<file path="src/rtl/sq_pkg.sv">
package sq_pkg;
  localparam int unsigned TS_W  = 64;
  localparam int unsigned PL_W  = 16;
  localparam int unsigned SUM_W = TS_W + 2;

  typedef logic [TS_W-1:0] stamp_t;

  typedef struct packed {
    stamp_t            stamp;
    logic [PL_W-1:0]   data;
  } sq_entry_t;
endpackage

</file>
<file path="src/rtl/sq_cfg_shadow.sv">
module sq_cfg_shadow
  import sq_pkg::*;
(
  input  logic             clk,
  input  logic             rst_n,
  input  logic             load_en,
  input  stamp_t           sens_dly,
  input  stamp_t           net_dly,
  input  stamp_t           sync_err,
  input  stamp_t           app_lat,
  output logic [SUM_W-1:0] bound_sum,
  output stamp_t           bound_lat
);
  logic [SUM_W-1:0] sum_q, sum_d;
  stamp_t           lat_q, lat_d;

  // widen before adding so three 64-bit bounds cannot wrap
  always_comb begin
    sum_d = sum_q;
    lat_d = lat_q;
    if (load_en) begin
      sum_d = {2'b00, sens_dly} + {2'b00, net_dly} + {2'b00, sync_err};
      lat_d = app_lat;
    end
  end

  always_ff @(posedge clk or negedge rst_n) begin
    if (!rst_n) begin
      sum_q <= '0;
      lat_q <= '0;
    end else begin
      sum_q <= sum_d;
      lat_q <= lat_d;
    end
  end

  assign bound_sum = sum_q;
  assign bound_lat = lat_q;
endmodule

</file>
<file path="src/rtl/sq_safe_gate.sv">
module sq_safe_gate
  import sq_pkg::*;
(
  input  stamp_t           head_stamp,
  input  stamp_t           now_time,
  input  logic [SUM_W-1:0] bound_sum,
  input  stamp_t           bound_lat,
  output logic             safe
);
  logic [SUM_W-1:0] raw_bound;
  logic [SUM_W-1:0] sat_bound;
  logic [SUM_W-1:0] lat_w;

  always_comb begin
    lat_w     = {2'b00, bound_lat};
    raw_bound = {2'b00, head_stamp} + bound_sum;
    sat_bound = (raw_bound >= lat_w) ? (raw_bound - lat_w) : '0;
    safe      = ({2'b00, now_time} > sat_bound);
  end
endmodule

</file>
<file path="src/rtl/sq_sorted_store.sv">
module sq_sorted_store
  import sq_pkg::*;
#(
  parameter int unsigned DEPTH = 8
)(
  input  logic      clk,
  input  logic      rst_n,
  input  logic      push,
  input  sq_entry_t push_entry,
  input  logic      pop,
  output sq_entry_t head,
  output logic      head_valid,
  output logic      full
);
  sq_entry_t        arr_q   [DEPTH];
  sq_entry_t        arr_d   [DEPTH];
  sq_entry_t        arr_ext [DEPTH+1];
  sq_entry_t        aft     [DEPTH];
  sq_entry_t        shf     [DEPTH];
  logic [DEPTH-1:0] vld_q, vld_d, vaft, vshf, le;
  logic [DEPTH:0]   vld_ext, le_ext;

  always_comb begin
    // stage 1: drop the head when it leaves
    vld_ext        = {1'b0, vld_q};
    arr_ext[DEPTH] = '0;
    for (int i = 0; i < DEPTH; i++) arr_ext[i] = arr_q[i];
    for (int i = 0; i < DEPTH; i++) begin
      aft[i]  = pop ? arr_ext[i+1] : arr_q[i];
      vaft[i] = pop ? vld_ext[i+1] : vld_q[i];
    end
    // stage 2: slots at or below the new stamp keep place (ties stay ahead)
    for (int i = 0; i < DEPTH; i++)
      le[i] = vaft[i] && (aft[i].stamp <= push_entry.stamp);
    le_ext = {le, 1'b1};
    shf[0] = push_entry;
    for (int i = 1; i < DEPTH; i++) shf[i] = aft[i-1];
    vshf = {vaft[DEPTH-2:0], 1'b1};
    for (int i = 0; i < DEPTH; i++) begin
      if (!push || le[i]) begin
        arr_d[i] = aft[i];
        vld_d[i] = vaft[i];
      end else if (le_ext[i]) begin
        arr_d[i] = push_entry;
        vld_d[i] = 1'b1;
      end else begin
        arr_d[i] = shf[i];
        vld_d[i] = vshf[i];
      end
    end
  end

  always_ff @(posedge clk or negedge rst_n) begin
    if (!rst_n) vld_q <= '0;
    else if (push || pop) vld_q <= vld_d;
  end

  for (genvar gi = 0; gi < DEPTH; gi++) begin : g_slot
    always_ff @(posedge clk) begin
      if (push || pop) arr_q[gi] <= arr_d[gi];
    end
  end

  assign head       = arr_q[0];
  assign head_valid = vld_q[0];
  assign full       = vld_q[DEPTH-1];
endmodule

</file>
<file path="src/rtl/stamp_order_queue.sv">
module stamp_order_queue
  import sq_pkg::*;
#(
  parameter int unsigned DEPTH = 8
)(
  input  logic            clk,
  input  logic            rst_n,
  input  logic [TS_W-1:0] now_time,
  input  logic [TS_W-1:0] cfg_sens_dly,
  input  logic [TS_W-1:0] cfg_net_dly,
  input  logic [TS_W-1:0] cfg_sync_err,
  input  logic [TS_W-1:0] cfg_app_lat,
  input  logic            in_valid,
  output logic            in_ready,
  input  logic [TS_W-1:0] in_stamp,
  input  logic [PL_W-1:0] in_data,
  output logic            out_valid,
  input  logic            out_ready,
  output logic [TS_W-1:0] out_stamp,
  output logic [PL_W-1:0] out_data,
  output logic            order_err,
  output logic            ahead_err
);
  sq_entry_t        head, in_entry, os_q, os_d;
  logic             head_valid, full, safe;
  logic             take, accept_in, too_old, push, idle;
  logic             ov_q, ov_d;
  stamp_t           last_rel_q, last_rel_d;
  logic             rel_seen_q, rel_seen_d;
  logic             oerr_q, oerr_d, aerr_q, aerr_d;
  logic [SUM_W-1:0] bound_sum;
  stamp_t           bound_lat;

  assign in_entry = '{stamp: in_stamp, data: in_data};
  assign idle     = !head_valid && !ov_q;

  sq_cfg_shadow u_cfg (
    .clk(clk), .rst_n(rst_n), .load_en(idle),
    .sens_dly(cfg_sens_dly), .net_dly(cfg_net_dly),
    .sync_err(cfg_sync_err), .app_lat(cfg_app_lat),
    .bound_sum(bound_sum), .bound_lat(bound_lat)
  );

  sq_safe_gate u_gate (
    .head_stamp(head.stamp), .now_time(now_time),
    .bound_sum(bound_sum), .bound_lat(bound_lat), .safe(safe)
  );

  sq_sorted_store #(.DEPTH(DEPTH)) u_store (
    .clk(clk), .rst_n(rst_n), .push(push), .push_entry(in_entry),
    .pop(take), .head(head), .head_valid(head_valid), .full(full)
  );

  always_comb begin
    in_ready  = !full;
    accept_in = in_valid && in_ready;
    take      = head_valid && safe && (!ov_q || out_ready);
    too_old   = (rel_seen_q && (in_stamp < last_rel_q)) ||
                (take && (in_stamp < head.stamp));
    push      = accept_in && !too_old;
  end

  always_comb begin
    ov_d       = ov_q;
    os_d       = os_q;
    last_rel_d = last_rel_q;
    rel_seen_d = rel_seen_q;
    oerr_d     = oerr_q;
    aerr_d     = aerr_q;
    if (take) begin
      ov_d       = 1'b1;
      os_d       = head;
      last_rel_d = head.stamp;
      rel_seen_d = 1'b1;
    end else if (out_ready) begin
      ov_d = 1'b0;
    end
    if (accept_in && too_old) oerr_d = 1'b1;
    if (ov_q && out_ready && (os_q.stamp > now_time)) aerr_d = 1'b1;
  end

  always_ff @(posedge clk or negedge rst_n) begin
    if (!rst_n) begin
      ov_q       <= 1'b0;
      rel_seen_q <= 1'b0;
      oerr_q     <= 1'b0;
      aerr_q     <= 1'b0;
    end else begin
      ov_q       <= ov_d;
      rel_seen_q <= rel_seen_d;
      oerr_q     <= oerr_d;
      aerr_q     <= aerr_d;
    end
  end

  // datapath registers: loaded only under their enable, no reset needed
  always_ff @(posedge clk) begin
    if (take) begin
      os_q       <= os_d;
      last_rel_q <= last_rel_d;
    end
  end

  assign out_valid = ov_q;
  assign out_stamp = os_q.stamp;
  assign out_data  = os_q.data;
  assign order_err = oerr_q;
  assign ahead_err = aerr_q;
endmodule

</file>
<file path="config.mk">
export PLATFORM = sky130hd
export DESIGN_NAME = stamp_order_queue
export DESIGN_NICKNAME = d
export VERILOG_FILES = /design/src/rtl/sq_pkg.sv /design/src/rtl/sq_cfg_shadow.sv /design/src/rtl/sq_safe_gate.sv /design/src/rtl/sq_sorted_store.sv /design/src/rtl/stamp_order_queue.sv
export SDC_FILE = /design/constraint.sdc
export NUM_CORES = 2
export LEC_CHECK = 0
export ABC_AREA = 0
export BUFFER_PORTS_ARGS = -buffer_cell sky130_fd_sc_hd__buf_2
export CELL_PAD_IN_SITES_DETAIL_PLACEMENT = 0
export CELL_PAD_IN_SITES_GLOBAL_PLACEMENT = 1
export CORE_MARGIN = 8
export CORE_UTILIZATION = 50
export CTS_CLUSTER_DIAMETER = 200
export DETAILED_ROUTE_END_ITERATION = 8
export PLACE_DENSITY = 0.92
export SETUP_SLACK_MARGIN = 0.4
export SLEW_MARGIN = 25
export SYNTH_ARGS = -nofsm -noshare
export SYNTH_HDL_FRONTEND = slang
export SYNTH_HIERARCHICAL = 1
export SYNTH_SLANG_ARGS = --single-unit
</file>
<file path="constraint.sdc">
create_clock -name clk -period 26 [get_ports clk]
set_clock_uncertainty 0.1 [all_clocks]
set_input_delay 5.2 -clock clk [delete_from_list [all_inputs] [get_ports clk]]
set_output_delay 5.2 -clock clk [all_outputs]
set_load 0.01 [all_outputs]
</file>
# Yosys cells after proc, flatten, opt, wreduce, memory -nomap -nowiden
# Memory sizes are Yosys's and may differ from the RTL's.
# Index checks and enable logic that the tools add are counted.
# Widths: inputs -> output; s select.
dict set report word_totals {
  reg_bits 222
  ram_bits 640
  input_bits 404
  output_inout_bits 84
  word_cells 113
  n_memories 1
}
dict set report op_classes {
  n_addsub 4
  order_cmp 13
  muxes 51
  reduce_logical 35
}
# memory words width rd rd_ports_with_merged_regs write_ports line
set memory_table {}
lappend memory_table {u_store.arr_q 8 80 8 0 8 sq_sorted_store.sv:15} ;# sq_entry_t arr_q [DEPTH];
# operator count
set op_table {}
lappend op_table {{$mux 80} 23}
lappend op_table {{$le 64x64->1} 8}
lappend op_table {{$lt 64x64->1} 2}
lappend op_table {{$add 64x66->66} 1}
lappend op_table {{$add 66x64->66} 1}
lappend op_table {{$ge 66x64->1} 1}
lappend op_table {{$gt 64x66->1} 1}
lappend op_table {{$mux 66} 1}
lappend op_table {{$sub 66x64->66} 1}
lappend op_table {{$add 64x64->65} 1}
lappend op_table {{$gt 64x64->1} 1}
lappend op_table {{$mux 1} 27}
lappend op_table {{$logic_and 1x1->1} 18}
lappend op_table {{$logic_or 1x1->1} 11}
lappend op_table {{$logic_not 1->1} 5}
lappend op_table {{$reduce_bool 2->1} 1}

# Longest topological paths before layout
# An unclocked memory read counts as a cell.
dict set report logic_depth {
  ltp_word 14
  ltp_mapped 57
  mapped_depth_nobuf 47
}

# Cells and area by module
# The synthesis kept the hierarchy.
# module n_inst cells_per_inst area_each_um2 seq_area_each_um2
set by_module_without_submodules {}
lappend by_module_without_submodules {sq_sorted_store 1 4973 52589.2 19418.6}
lappend by_module_without_submodules {sq_cfg_shadow 1 955 10032.1 3253.1}
lappend by_module_without_submodules {sq_safe_gate 1 1450 9698.1 0.0}
lappend by_module_without_submodules {stamp_order_queue 1 771 7357.1 2502.4}

# Least setup slack after synthesis
# OpenSTA, ideal clock, no wires.
dict set report synth_timing {
  kind {input to register}
  startpoint {in now_time[49]}
  endpoint {mem u_store/arr_q[1][240] in the netlist's numbering (enable)}
  setup_ns 0.374
  t_arrival_ns 20.929
  setup_slack_ns 4.596
  cell_stages 19
  path_buffers 6
  cell_sequence {ha_1 > nand4_1 > or4_1 > or2_2 > o22ai_1 > o21ai_0 > a21oi_1 > o31ai_1 > a21oi_1 > nand2_1 > nor2_1 > buf_4 > buf_2 > clkbuf_1 > buf_1 > clkbuf_1 > clkbuf_1 > or2_2 > o21a_1}
}
# element line
set synth_lines {}
lappend synth_lines {{start: declaration} stamp_order_queue.sv:8} ;# input logic [TS_W-1:0] now_time,
lappend synth_lines {{end: declaration} sq_sorted_store.sv:15}

==> qor.yml <==
status: "completed"
crit_path_max_incr_delay_ps: 860
ys_seq_area_share_pct: 31.60
layout-drive-gt1-share_pct: 18.33
dr_total_vias: 67786
grt_use_total_pct: 30.54
synth_top_area_share_pct: 27.14
synth_cell_types: 108
final_cell_count_no_fill: 10496
end_kind: "register"
cts_root_buf: "clkbuf_16"
io_pins: 488
ctsResizeCount: 0
synth_edf_count: 720
grt_pass1_vias: 66472
synth_flop_cell: "edfxtp_1"
fin_hold_ws_ps: 354.7
hold_viol: 0
maxCapViolations: 0
ys_seq_elements: 862
port_buffers: 487
initial_utilization_pct: 50.31
synth_cells: 8149
crit_required_ps: 26330
timing.final.max_slew_violations: 0
grt_pass1_wl_um: 415100
clk_latency_ps: 770
met3WireLength_um: 21400
wl_per_cell_um: 26.44
cp.arrival_ps: 18580
grt_start_max_net_pins: 186
tns_ps: 0
avgSynthCellArea_um2: 9.777
cts_hold_buf: 0
drtPass1Iterations: 8
die_w_um: 415.2
slowest_stage: "a21oi_1"
wl_met2_um: 122500
ys_top_cells_by_area: "edfxtp_1, ha_1, mux2_2"
max_freq_mhz: 54.82
cts.clk_slew.worst_paths_ps: 60
critPathMaxFanout: 117
crit_top_cell: "a21oi_1"
finalCriticalPeriod_ps: 18240
layout.nets: 9751
drt-met1-wl_um: 119200
rsz0062_at_grt: "false"
syn_to_final_growth_pct: 9.130
fill_cells: 13852
num_rows: 146
max_slew_margin_pct: 24.58
tritoncts: "done"
antenna_found_initial: 27
path_class: "reg -> reg"
dp_cells: 10287
synth_area_um2: 79680
synth_top_area_cell: "edfxtp_1"
die_h_um: 415.2
cts-htree-levels: 3
drtAntennaViolNets: 0
routed_wirelength_um: 277600
via_per_inst: 6.458
die_area_um2: 172400
cts_post_setup_buffers_inserted: 0
cts_buffers: 103
hold_path.class: "reg -> reg"
gp_congestion: 1.030
drcViolationCount: 0
grt-ovfl-total: 0
cts_buffer_depth: 3
dr.first_iter.drc_count: 6990
startpoint_type: "register"
setup_violations: 0
tightest_slew_ps: 1117
async_flop_share_pct: 16.47
highest_layer: "met5"
fin_crit_sh_pct: 70.16
reg2reg_setup_slack_ps: 7760
dpl.hpwl_um: 213000
yosysWarnings: 6
core_um2: 158400
clock-sinks: 862
synth_nets: 9577
==> flip-flops by register name (all words and copies together), names as in the netlist <==
register / count
out_data: 16
u_cfg/bound_lat: 64
u_cfg/bound_sum: 66
rel_seen_q: 1
out_valid: 1
last_rel_q: 64
ahead_err: 1
order_err: 1
u_store/arr_q: 640
u_store/vld_q: 8
==> final timing paths <==
path                                   endpoint  cells after the start                  from
min reg2reg                        out_data[11]                      0  u_store/arr_q[0][11]
max in group asynchronous   u_cfg/bound_sum[42]                      2                 rst_n
min in group asynchronous   u_cfg/bound_lat[27]                      1                 rst_n
min                                out_data[11]                      0  u_store/arr_q[0][11]
max reg2reg                u_store/arr_q[1][20]                     52  u_store/arr_q[0][21]
max                        u_store/arr_q[1][20]                     52  u_store/arr_q[0][21]
==> final cells by class <==
cell class | instances | area (um^2) | area share (%)
Antenna cell | 16 | 40.04 | 0.04605
Clock buffer | 136 | 2751 | 3.164
Clock inverter | 54 | 626.9 | 0.7209
Inverter | 491 | 1843 | 2.120
Multi-Input combinational cell | 6302 | 50790 | 58.41
Sequential cell | 862 | 25170 | 28.95
Tap cell | 2072 | 2592 | 2.982
Timing Repair Buffer | 563 | 3133 | 3.603
==> per-layer routing <==
layer | track usage, % | vias to the layer above
li1 | - | 31069
met1 | 41.55 | 32976
met2 | 48.09 | 3214
met3 | 4.528 | 521
met4 | 13.94 | 6
met5 | 0 | -
==> placed cells by master (no fill, tap or decap), types with 31 or more instances in the layout <==
cell type  Yosys  layout
ha_1         957     957
a21oi_1      807     805
edfxtp_1     720     720
mux2_2       679     679
nand2_1      519     516
inv_1        490     490
buf_2         72     487
mux2i_1      486     486
o21ai_0      346     346
nor2_1       273     271
o31ai_1      230     230
a21o_1       221     221
nand4_1      192     192
nand3_1      181     179
dfrtp_1      142     142
nor3_1       126     125
nor2b_1      113     113
and3_1       109     107
clkbuf_16      0     103
xnor2_1       99      99
nor3b_1       72      72
fa_1          67      67
buf_4          2      65
mux2_4        63      63
a211oi_1      60      59
xor2_1        58      58
o211ai_1      52      52
o21bai_1      52      52
nand2b_1      31      31
o21a_1        32      31
mux2_1        31      31
==> worst max-delay path: cells and delay by family (launching register included) <==
kind | cells | cell delay, ps
AOI/OAI and AO/OA | 18 | 4340
xor gates and xnor gates | 1 | 170
adders and majority gates | 4 | 1560
buffers and inverters | 7 | 3960
DFF | 1 | 440
muxes | 2 | 670
and+or+nand+nor | 20 | 6160
==> synth_stat cells, drive strengths merged (17+ instances only) <==
cell type	number
nand2	519
o21a	32
nor2b	113
xnor2	99
or2	17
o22ai	28
edfxtp	720
xor2	58
mux2i	486
and3	110
a221oi	33
inv	490
fa	67
nor3	129
a31oi	31
nor4	35
a21oi	808
ha	957
nand4	192
mux2	773
o211ai	54
nor3b	72
a21o	221
nand3	183
nor2	273
clkbuf	353
o21ai	377
and4	23
o31ai	230
buf	141
a211oi	63
or3	21
a311oi	22
and2	21
dfrtp	142
nand2b	31
o21bai	53
==> cells by family (layout without fill, tap and decap cells) <==
family	after synthesis	after routing	synth area share, %
other	0	16	0
DFF	862	862	31.60
and+or+nand+nor	1776	1776	11.32
xor gates and xnor gates	157	157	1.726
muxes	1259	1259	17.33
adders and majority gates	1024	1024	16.71
buffers and inverters	985	1244	4.970
AOI/OAI and AO/OA	2086	2086	16.35
==> through the flow <==
step	utilization, %	setup WS [ps]	cell area [um^2]
6_report	54.90	7759	86950
5_1_grt	54.88	7155	86920
4_1_cts	54.81	8150	86810
3_5_place_dp	52.68	8208	83440
3_3_place_gp	52.65	7735	83390
2_1_floorplan	-	4596	79680
Power is left out: the tool's default activity adds up to more than one toggle a clock period on the data nets, which glitch-free logic cannot reach.
